--- src/rtl/pio8_pkg.sv ---
package pio8_pkg;

   localparam int IDX_W = 4;

   typedef enum logic [1:0] {
      SEL_PORT = 2'd0,
      SEL_SIG  = 2'd1,
      SEL_CTL  = 2'd2,
      SEL_DIR  = 2'd3
   } sel_e;

   localparam int CTL_DISP_BIT = 1;
   localparam int CTL_RUN_BIT  = 2;

   function automatic sel_e classify(input logic [IDX_W-1:0] idx);
      if (!idx[3])           return SEL_PORT;
      else if (!idx[2])      return SEL_SIG;
      else if (!idx[0])      return SEL_CTL;
      else                   return SEL_DIR;
   endfunction

endpackage

--- src/rtl/pio8_port_slice.sv ---
module pio8_port_slice #(
   parameter int DW = 8
) (
   input  logic          clk,
   input  logic          rst_n,
   input  logic          lat_we,
   input  logic [DW-1:0] wdata,
   input  logic          dir_now,
   input  logic          dir_we,
   input  logic          dir_new,
   output logic [DW-1:0] latch_q,
   output logic [DW-1:0] pout_q
);

   always_ff @(posedge clk or negedge rst_n) begin
      if (!rst_n) begin
         latch_q <= '0;
      end else if (lat_we) begin
         latch_q <= wdata;
      end
   end

   always_ff @(posedge clk or negedge rst_n) begin
      if (!rst_n) begin
         pout_q <= '0;
      end else if (dir_we && (dir_new != dir_now)) begin
         pout_q <= dir_new ? latch_q : '0;
      end else if (lat_we && dir_now) begin
         pout_q <= wdata;
      end
   end


   redrive_out_chk: assert property (@(posedge clk) disable iff (!rst_n)
      (dir_we && dir_new && !dir_now) |=> (pout_q == $past(latch_q)));


   input_quiet_chk: assert property (@(posedge clk) disable iff (!rst_n)
      !dir_now |-> (pout_q == '0));

endmodule

--- src/rtl/pio8_ctlregs.sv ---
module pio8_ctlregs
   import pio8_pkg::*;
#(
   parameter int DW    = 8,
   parameter int NPORT = 8
) (
   input  logic             clk,
   input  logic             rst_n,
   input  logic             wr_ok,
   input  logic             wr_raw,
   input  sel_e             sel,
   input  logic [DW-1:0]    wdata,
   output logic [DW-1:0]    ctl_q,
   output logic [NPORT-1:0] dir_q,
   output logic             dir_we,
   output logic [NPORT-1:0] dir_new
);

   assign dir_we  = wr_ok && (sel == SEL_DIR);
   assign dir_new = wdata[NPORT-1:0];

   always_ff @(posedge clk or negedge rst_n) begin
      if (!rst_n) begin
         ctl_q <= '0;
         dir_q <= '0;
      end else if (wr_ok) begin
         if (sel == SEL_CTL) ctl_q <= wdata;
         if (sel == SEL_DIR) dir_q <= dir_new;
      end
   end


   lane_gate_chk: assert property (@(posedge clk) disable iff (!rst_n)
      (wr_raw && !wr_ok) |=> ($stable(ctl_q) && $stable(dir_q)));

endmodule

--- src/rtl/pio8_rdmux.sv ---
module pio8_rdmux
   import pio8_pkg::*;
#(
   parameter int          DW        = 8,
   parameter int          NPORT     = 8,
   parameter logic [31:0] SIGNATURE = 32'h50494F38
) (
   input  logic                clk,
   input  logic                rst_n,
   input  logic                rd,
   input  logic [IDX_W-1:0]    idx,
   input  sel_e                sel,
   input  logic [NPORT*DW-1:0] latch_flat,
   input  logic [NPORT*DW-1:0] pin_flat,
   input  logic [NPORT-1:0]    dir_q,
   input  logic [DW-1:0]       ctl_q,
   output logic [DW-1:0]       rdata_q
);

   localparam int PW = $clog2(NPORT);

   logic [PW-1:0] pi;
   logic [DW-1:0] port_val;
   logic [7:0]    sig_byte;
   logic [DW-1:0] nxt;

   assign pi       = idx[PW-1:0];
   assign port_val = dir_q[pi] ? latch_flat[pi*DW +: DW] : pin_flat[pi*DW +: DW];
   assign sig_byte = SIGNATURE[(3 - int'(idx[1:0]))*8 +: 8];

   always_comb begin
      unique case (sel)
         SEL_PORT: nxt = port_val;
         SEL_SIG:  nxt = DW'(sig_byte);
         SEL_CTL:  nxt = ctl_q;
         default:  nxt = DW'(dir_q);
      endcase
   end

   always_ff @(posedge clk or negedge rst_n) begin
      if (!rst_n)  rdata_q <= '0;
      else if (rd) rdata_q <= nxt;
   end


   sig_read_chk: assert property (@(posedge clk) disable iff (!rst_n)
      (rd && sel == SEL_SIG) |=>
         (rdata_q == DW'(SIGNATURE[(3 - int'($past(idx[1:0])))*8 +: 8])));

endmodule

--- src/rtl/pio8_ctrl.sv ---
module pio8_ctrl
   import pio8_pkg::*;
#(
   parameter int          DW        = 8,
   parameter int          NPORT     = 8,
   parameter int          ADDR_W    = 8,
   parameter int          HOST_W    = 16,
   parameter logic [31:0] SIGNATURE = 32'h50494F38
) (
   input  logic                   clk,
   input  logic                   rst_n,
   input  logic [ADDR_W-1:0]      host_addr,
   input  logic [HOST_W-1:0]      host_wdata,
   input  logic [HOST_W/DW-1:0]   host_be,
   input  logic                   host_wr,
   input  logic                   host_rd,
   output logic [DW-1:0]          host_rdata,
   input  logic [NPORT*DW-1:0]    port_in,
   output logic [NPORT*DW-1:0]    port_out,
   output logic [NPORT-1:0]       port_oe,
   output logic                   disp_en,
   output logic                   comp_run
);

   localparam int LANES = HOST_W / DW;

   if (NPORT != 8) begin : g_bad_nport
      $error("pio8_ctrl: the index map needs exactly eight ports");
   end
   if (DW < 8) begin : g_bad_dw
      $error("pio8_ctrl: port width must hold a signature byte");
   end
   if ((HOST_W % DW) != 0) begin : g_bad_host
      $error("pio8_ctrl: host width must be a multiple of the port width");
   end
   if (ADDR_W < IDX_W) begin : g_bad_addr
      $error("pio8_ctrl: address narrower than the register index");
   end

   logic [IDX_W-1:0]    idx;
   sel_e                sel;
   logic                lane_ok;
   logic                wr_ok;
   logic [DW-1:0]       wbyte;
   logic [DW-1:0]       ctl_q;
   logic [NPORT-1:0]    dir_q;
   logic                dir_we;
   logic [NPORT-1:0]    dir_new;
   logic [NPORT*DW-1:0] latch_flat;

   assign idx   = host_addr[IDX_W-1:0];
   assign sel   = classify(idx);
   assign wbyte = host_wdata[DW-1:0];

   if (LANES > 1) begin : g_wide
      logic unused_hi;
      assign lane_ok   = host_be[0];
      assign unused_hi = ^{host_wdata[HOST_W-1:DW], host_be[LANES-1:1]};
   end else begin : g_narrow
      assign lane_ok = host_be[0];
   end

   if (ADDR_W > IDX_W) begin : g_alias
      logic unused_addr;
      assign unused_addr = ^host_addr[ADDR_W-1:IDX_W];
   end

   assign wr_ok = host_wr && lane_ok;

   pio8_ctlregs #(.DW(DW), .NPORT(NPORT)) u_regs (
      .clk     (clk),
      .rst_n   (rst_n),
      .wr_ok   (wr_ok),
      .wr_raw  (host_wr),
      .sel     (sel),
      .wdata   (wbyte),
      .ctl_q   (ctl_q),
      .dir_q   (dir_q),
      .dir_we  (dir_we),
      .dir_new (dir_new)
   );

   for (genvar p = 0; p < NPORT; p++) begin : g_port
      logic lat_we;
      assign lat_we = wr_ok && (sel == SEL_PORT) && (int'(idx[2:0]) == p);
      pio8_port_slice #(.DW(DW)) u_slice (
         .clk     (clk),
         .rst_n   (rst_n),
         .lat_we  (lat_we),
         .wdata   (wbyte),
         .dir_now (dir_q[p]),
         .dir_we  (dir_we),
         .dir_new (dir_new[p]),
         .latch_q (latch_flat[p*DW +: DW]),
         .pout_q  (port_out[p*DW +: DW])
      );
   end

   pio8_rdmux #(.DW(DW), .NPORT(NPORT), .SIGNATURE(SIGNATURE)) u_rd (
      .clk        (clk),
      .rst_n      (rst_n),
      .rd         (host_rd),
      .idx        (idx),
      .sel        (sel),
      .latch_flat (latch_flat),
      .pin_flat   (port_in),
      .dir_q      (dir_q),
      .ctl_q      (ctl_q),
      .rdata_q    (host_rdata)
   );

   assign port_oe  = dir_q;
   assign disp_en  = ctl_q[CTL_DISP_BIT];
   assign comp_run = ctl_q[CTL_RUN_BIT];


   ctl_lines_chk: assert property (@(posedge clk) disable iff (!rst_n)
      (wr_ok && sel == SEL_CTL) |=>
         (disp_en == $past(wbyte[CTL_DISP_BIT]) && comp_run == $past(wbyte[CTL_RUN_BIT])));

endmodule

--- config.mk ---
export PLATFORM = sky130hd
export DESIGN_NAME = pio8_ctrl
export DESIGN_NICKNAME = d
export VERILOG_FILES = /design/src/rtl/pio8_pkg.sv /design/src/rtl/pio8_port_slice.sv /design/src/rtl/pio8_ctlregs.sv /design/src/rtl/pio8_rdmux.sv /design/src/rtl/pio8_ctrl.sv
export SDC_FILE = /design/constraint.sdc
export NUM_CORES = 1
export LEC_CHECK = 0
export ABC_CLOCK_PERIOD_IN_PS = 2700
export BUFFER_PORTS_ARGS = -buffer_cell sky130_fd_sc_hd__buf_2
export CAP_MARGIN = 10
export CORE_MARGIN = 8
export CORE_UTILIZATION = 55
export CTS_CLUSTER_SIZE = 20
export DETAILED_ROUTE_END_ITERATION = 7
export PLACE_DENSITY = 0.91
export SETUP_SLACK_MARGIN = 0.5
export SLEW_MARGIN = 5
export SYNTH_ARGS = -nofsm -noshare
export SYNTH_HDL_FRONTEND = slang
export SYNTH_HIERARCHICAL = 1
export SYNTH_SLANG_ARGS = --single-unit
--- constraint.sdc ---
create_clock -name clk -period 2.7 [get_ports clk]
set_input_delay 0.405 -clock clk [delete_from_list [all_inputs] [get_ports clk]]
set_output_delay 0.405 -clock clk [all_outputs]
set_load 0.02 [all_outputs]
==> flow_summary_export.csv <==
group,metric,value,unit
run_status,run_status,"finished, final reports clean",
synthesis,syn_inst,741,
routing,wl_per_cell,24.3,um
floorplanning,rows,45,
floorplanning,die-area,19300,sq um
cells_and_area,layout_commonest_cell,"buf_2",
cells_and_area,syn2layout_area_growth,23.6,%
critical_path,critical_path_arrival,2.52,ns
critical_path,r2r_start,"u_regs/dir_q[0]",
sta,fmax,456,MHz
routing,vias,7536,
cells_and_area,layout_common_cells,"161 x buf_2, 145 x dfrtp_1, 102 x nand2_1",
global_routing,met1_usage,34.6,%
sta,skew,0.00572,ns
floorplanning,die_width,139,um
synthesis,ys_seq_elements,152,
routing,routed_wl,27600,um
sta,setup_ws,0.507,ns
critical_path,worstPathRequired,3.03,ns
routing,dr.pass1.iters,5,
cells_and_area,drive_above_1_share,42.0,%
critical_path,r2r-end,"u_rd/rdata_q[3]",
critical_path,cp_cell_sequence,"mux2i_2 > a22oi_2 > buf_6 > a21boi_0 > a211oi_1 > or4_1 > o31ai_1",
flow_run,maxCapViolCount,0,
sta,setup_violations,0,
synthesis,synth_area_per_cell,11.2,sq um
placed_design,port_buffers,162,
sta,rsz0062_at_grt,"true",
cells_and_area,layout.cells.non_filler,1136,
synthesis,yosys_warnings,6,
cts,cts_tree,"done",
synthesis,synthArstFlopShare,100,%
cells_and_area,num-nets-final,1033,
synthesis,synth_top_area_share,45.7,%
cts,clkTransAtPathRegs,0.06,ns
critical_path,r2r_cells,7,
synthesis,syn_area,8320,sq um
placed_design,pre_cts_ws,0.0784,ns
global_routing,grt_pass1_wl,42300,um
sta,holdWs,0.440,ns
sta,hold_violations,0,
routing,dr.first_iter.drc_count,951,
min_path,hp-class,"in -> reg",
routing,ant_nets,0,
global_routing,use_met3,8.33,%
placed_design,gp_congestion,0.999,
power,ir_worst_vdd,522,uV
sta,min_period,2.19,ns
cts,clk_latency,0.43,ns
cts,cts-root-buf,"clkbuf_16",
global_routing,grt_max_degree,60,
global_routing,gr-usage-met2,42.3,%
placed_design,dp.cells,1079,
cts,numCtsBuffers,17,
global_routing,grt.total_usage,28.2,%
routing,route.detailed.drc,0,
global_routing,antenna_found_initial,0,
cells_and_area,n_fill_cell,985,
synthesis,synth.area.top_cells,"dfrtp_1 46%, mux2_2 12%, a2bb2oi_1 6.7%, o22ai_1 4.9%, nand2_1 4.6%",
synthesis,synth.net_count,839,
cts,clk_path_buf_depth,2,
synthesis,post_synth_num_cell_types,58,
power,p_per_area,847,nW/um^2
min_path,hp-start,"host_rd",
critical_path,setup.worst_path.end_class,"flop",
synthesis,yosys.area.top_type,"dfrtp_1",
global_routing,grt_overflow_total,0,
cts,cts_max_level,4,
critical_path,critPathKind,"reg -> reg",
cells_and_area,num_antenna_cells,0,
sta,worstMarginPinSlew,0.599,ns
sta,period_share,81.2,%
global_routing,grt_pass1_vias,7692,
power,p_leak,4.65,nW
critical_path,max_stage_delay,0.53,ns
min_path,hold_end,"u_rd/rdata_q[2]",
placed_design,dp_hpwl,18700,um
synthesis,synth-edff-count,0,
global_routing,busiest_layer,"met2",
sta,slew_headroom,60.1,%
critical_path,start_kind,"flop",
cts,cts.sinks,152,
min_path,min_path_cells,4,
critical_path,crit_slowest_cell,"or4_1",
synthesis,yosysSeqAreaShare,45.7,%
floorplanning,die_h,139,um
floorplanning,io_pins,176,
sta,setup_tns,0,ns
floorplanning,core_area,15000,sq um
synthesis,synth_flop_cell,"dfrtp_1",
floorplanning,initial_utilization,55.6,%
critical_path,rrSetupSlack,0.51,ns
critical_path,critical_path_peak_fanout,16,
routing,vias_per_cell,6.63,
sta,slew_violations,0,
final cells by class:
cell class                 instances  area [sq um]  share of cell area [%]
inverter                          14          80.1                   0.778
clock buffer                      21           470                    4.57
sequential                       152          3810                    37.1
multi-input combinational        531          4270                    41.5
timing repair buffer             219          1270                    12.4
clock inverter                    11           146                    1.42
tap                              188           235                    2.29
through the flow:
| step | cell area, sq um | power, mW | utilization, % |
|---|---|---|---|
| 2_1_floorplan | 8320 | 5.05 | - |
| 3_3_place_gp | 9370 | 6.03 | 62.6 |
| 3_5_place_dp | 9370 | 6.09 | 62.6 |
| 4_1_cts | 10100 | 8.67 | 67.6 |
| 5_1_grt | 10300 | 9.05 | 68.7 |
| 6_report | 10300 | 8.71 | 68.7 |
flip-flops by register name, indices dropped and copies added (netlist names):
signal                  count
u_regs/dir_q                8
u_rd/rdata_q                8
g_port.u_slice/latch_q     64
u_regs/ctl_q                8
g_port.u_slice/pout_q      64
cells in the mapped netlist (all sizes together), types with 7 or more instances:
| library cell | n |
|---|---|
| mux2 | 86 |
| o2bb2ai | 7 |
| o21ai | 25 |
| a21oi | 13 |
| a22oi | 9 |
| and3b | 8 |
| xnor2 | 8 |
| clkinv | 8 |
| o31ai | 7 |
| mux4 | 9 |
| a21boi | 8 |
| nand3 | 12 |
| nand2 | 104 |
| clkbuf | 9 |
| dfrtp | 152 |
| o22ai | 66 |
| nor3 | 13 |
| mux2i | 18 |
| buf | 36 |
| a2bb2oi | 64 |
| nor2 | 15 |
| and3 | 10 |
per-layer routing:
metal	up-vias	share of wire, %
met5	-	0
met2	565	45
li1	3222	-
met1	3620	38
met4	0	5.9
met3	129	11
power breakdown:
group          switching, mW  internal, mW  leakage, nW
logic                   1.65          1.19         2.49
registers              0.472          2.94         1.88
clock network          0.937          1.52        0.287
total                   3.06          5.65         4.65
cell families after synthesis:
logic type	synth area share [%]
compound gates	20.1
fa+ha+maj	0.601
flops	45.7
xor+xnor	1.56
buf+inv	3.82
simple gates	11.7
mux	16.5
critical path: cells and delay by family (launching register included):
| kind | cells | cell delay (ns) |
|---|---|---|
| AO/OA/AOI/OAI | 4 | 0.72 |
| AND/OR/NAND/NOR | 1 | 0.53 |
| flip-flops | 1 | 0.42 |
| multiplexers | 1 | 0.23 |
| buffers and inverters | 1 | 0.20 |
what timing repair did:
| item | 4_1_cts | 5_1_grt |
|---|---|---|
| hold buffers | 1 | 0 |
| pin swaps | 3 | 1 |
| hold endpoints to repair | 56 | 0 |
| buffers inserted | 11 | 12 |
| cloned | 1 | 0 |
| gates resized for setup | 13 | 17 |
| setup endpoints to repair | 9 | 64 |
worst max-delay path by stage:
stage	from	endpoint	cells after the start
after floorplan	host_addr[0]	u_rd/rdata_q[7]	9
after global placement	host_addr[0]	u_rd/rdata_q[2]	8
after detailed placement	host_addr[0]	u_rd/rdata_q[6]	7
after CTS	u_regs/dir_q[5]	u_rd/rdata_q[3]	6
after global routing	u_regs/dir_q[0]	u_rd/rdata_q[3]	7
final	u_regs/dir_q[0]	u_rd/rdata_q[3]	7
Note: power is estimated with default switching activity, not from simulation.
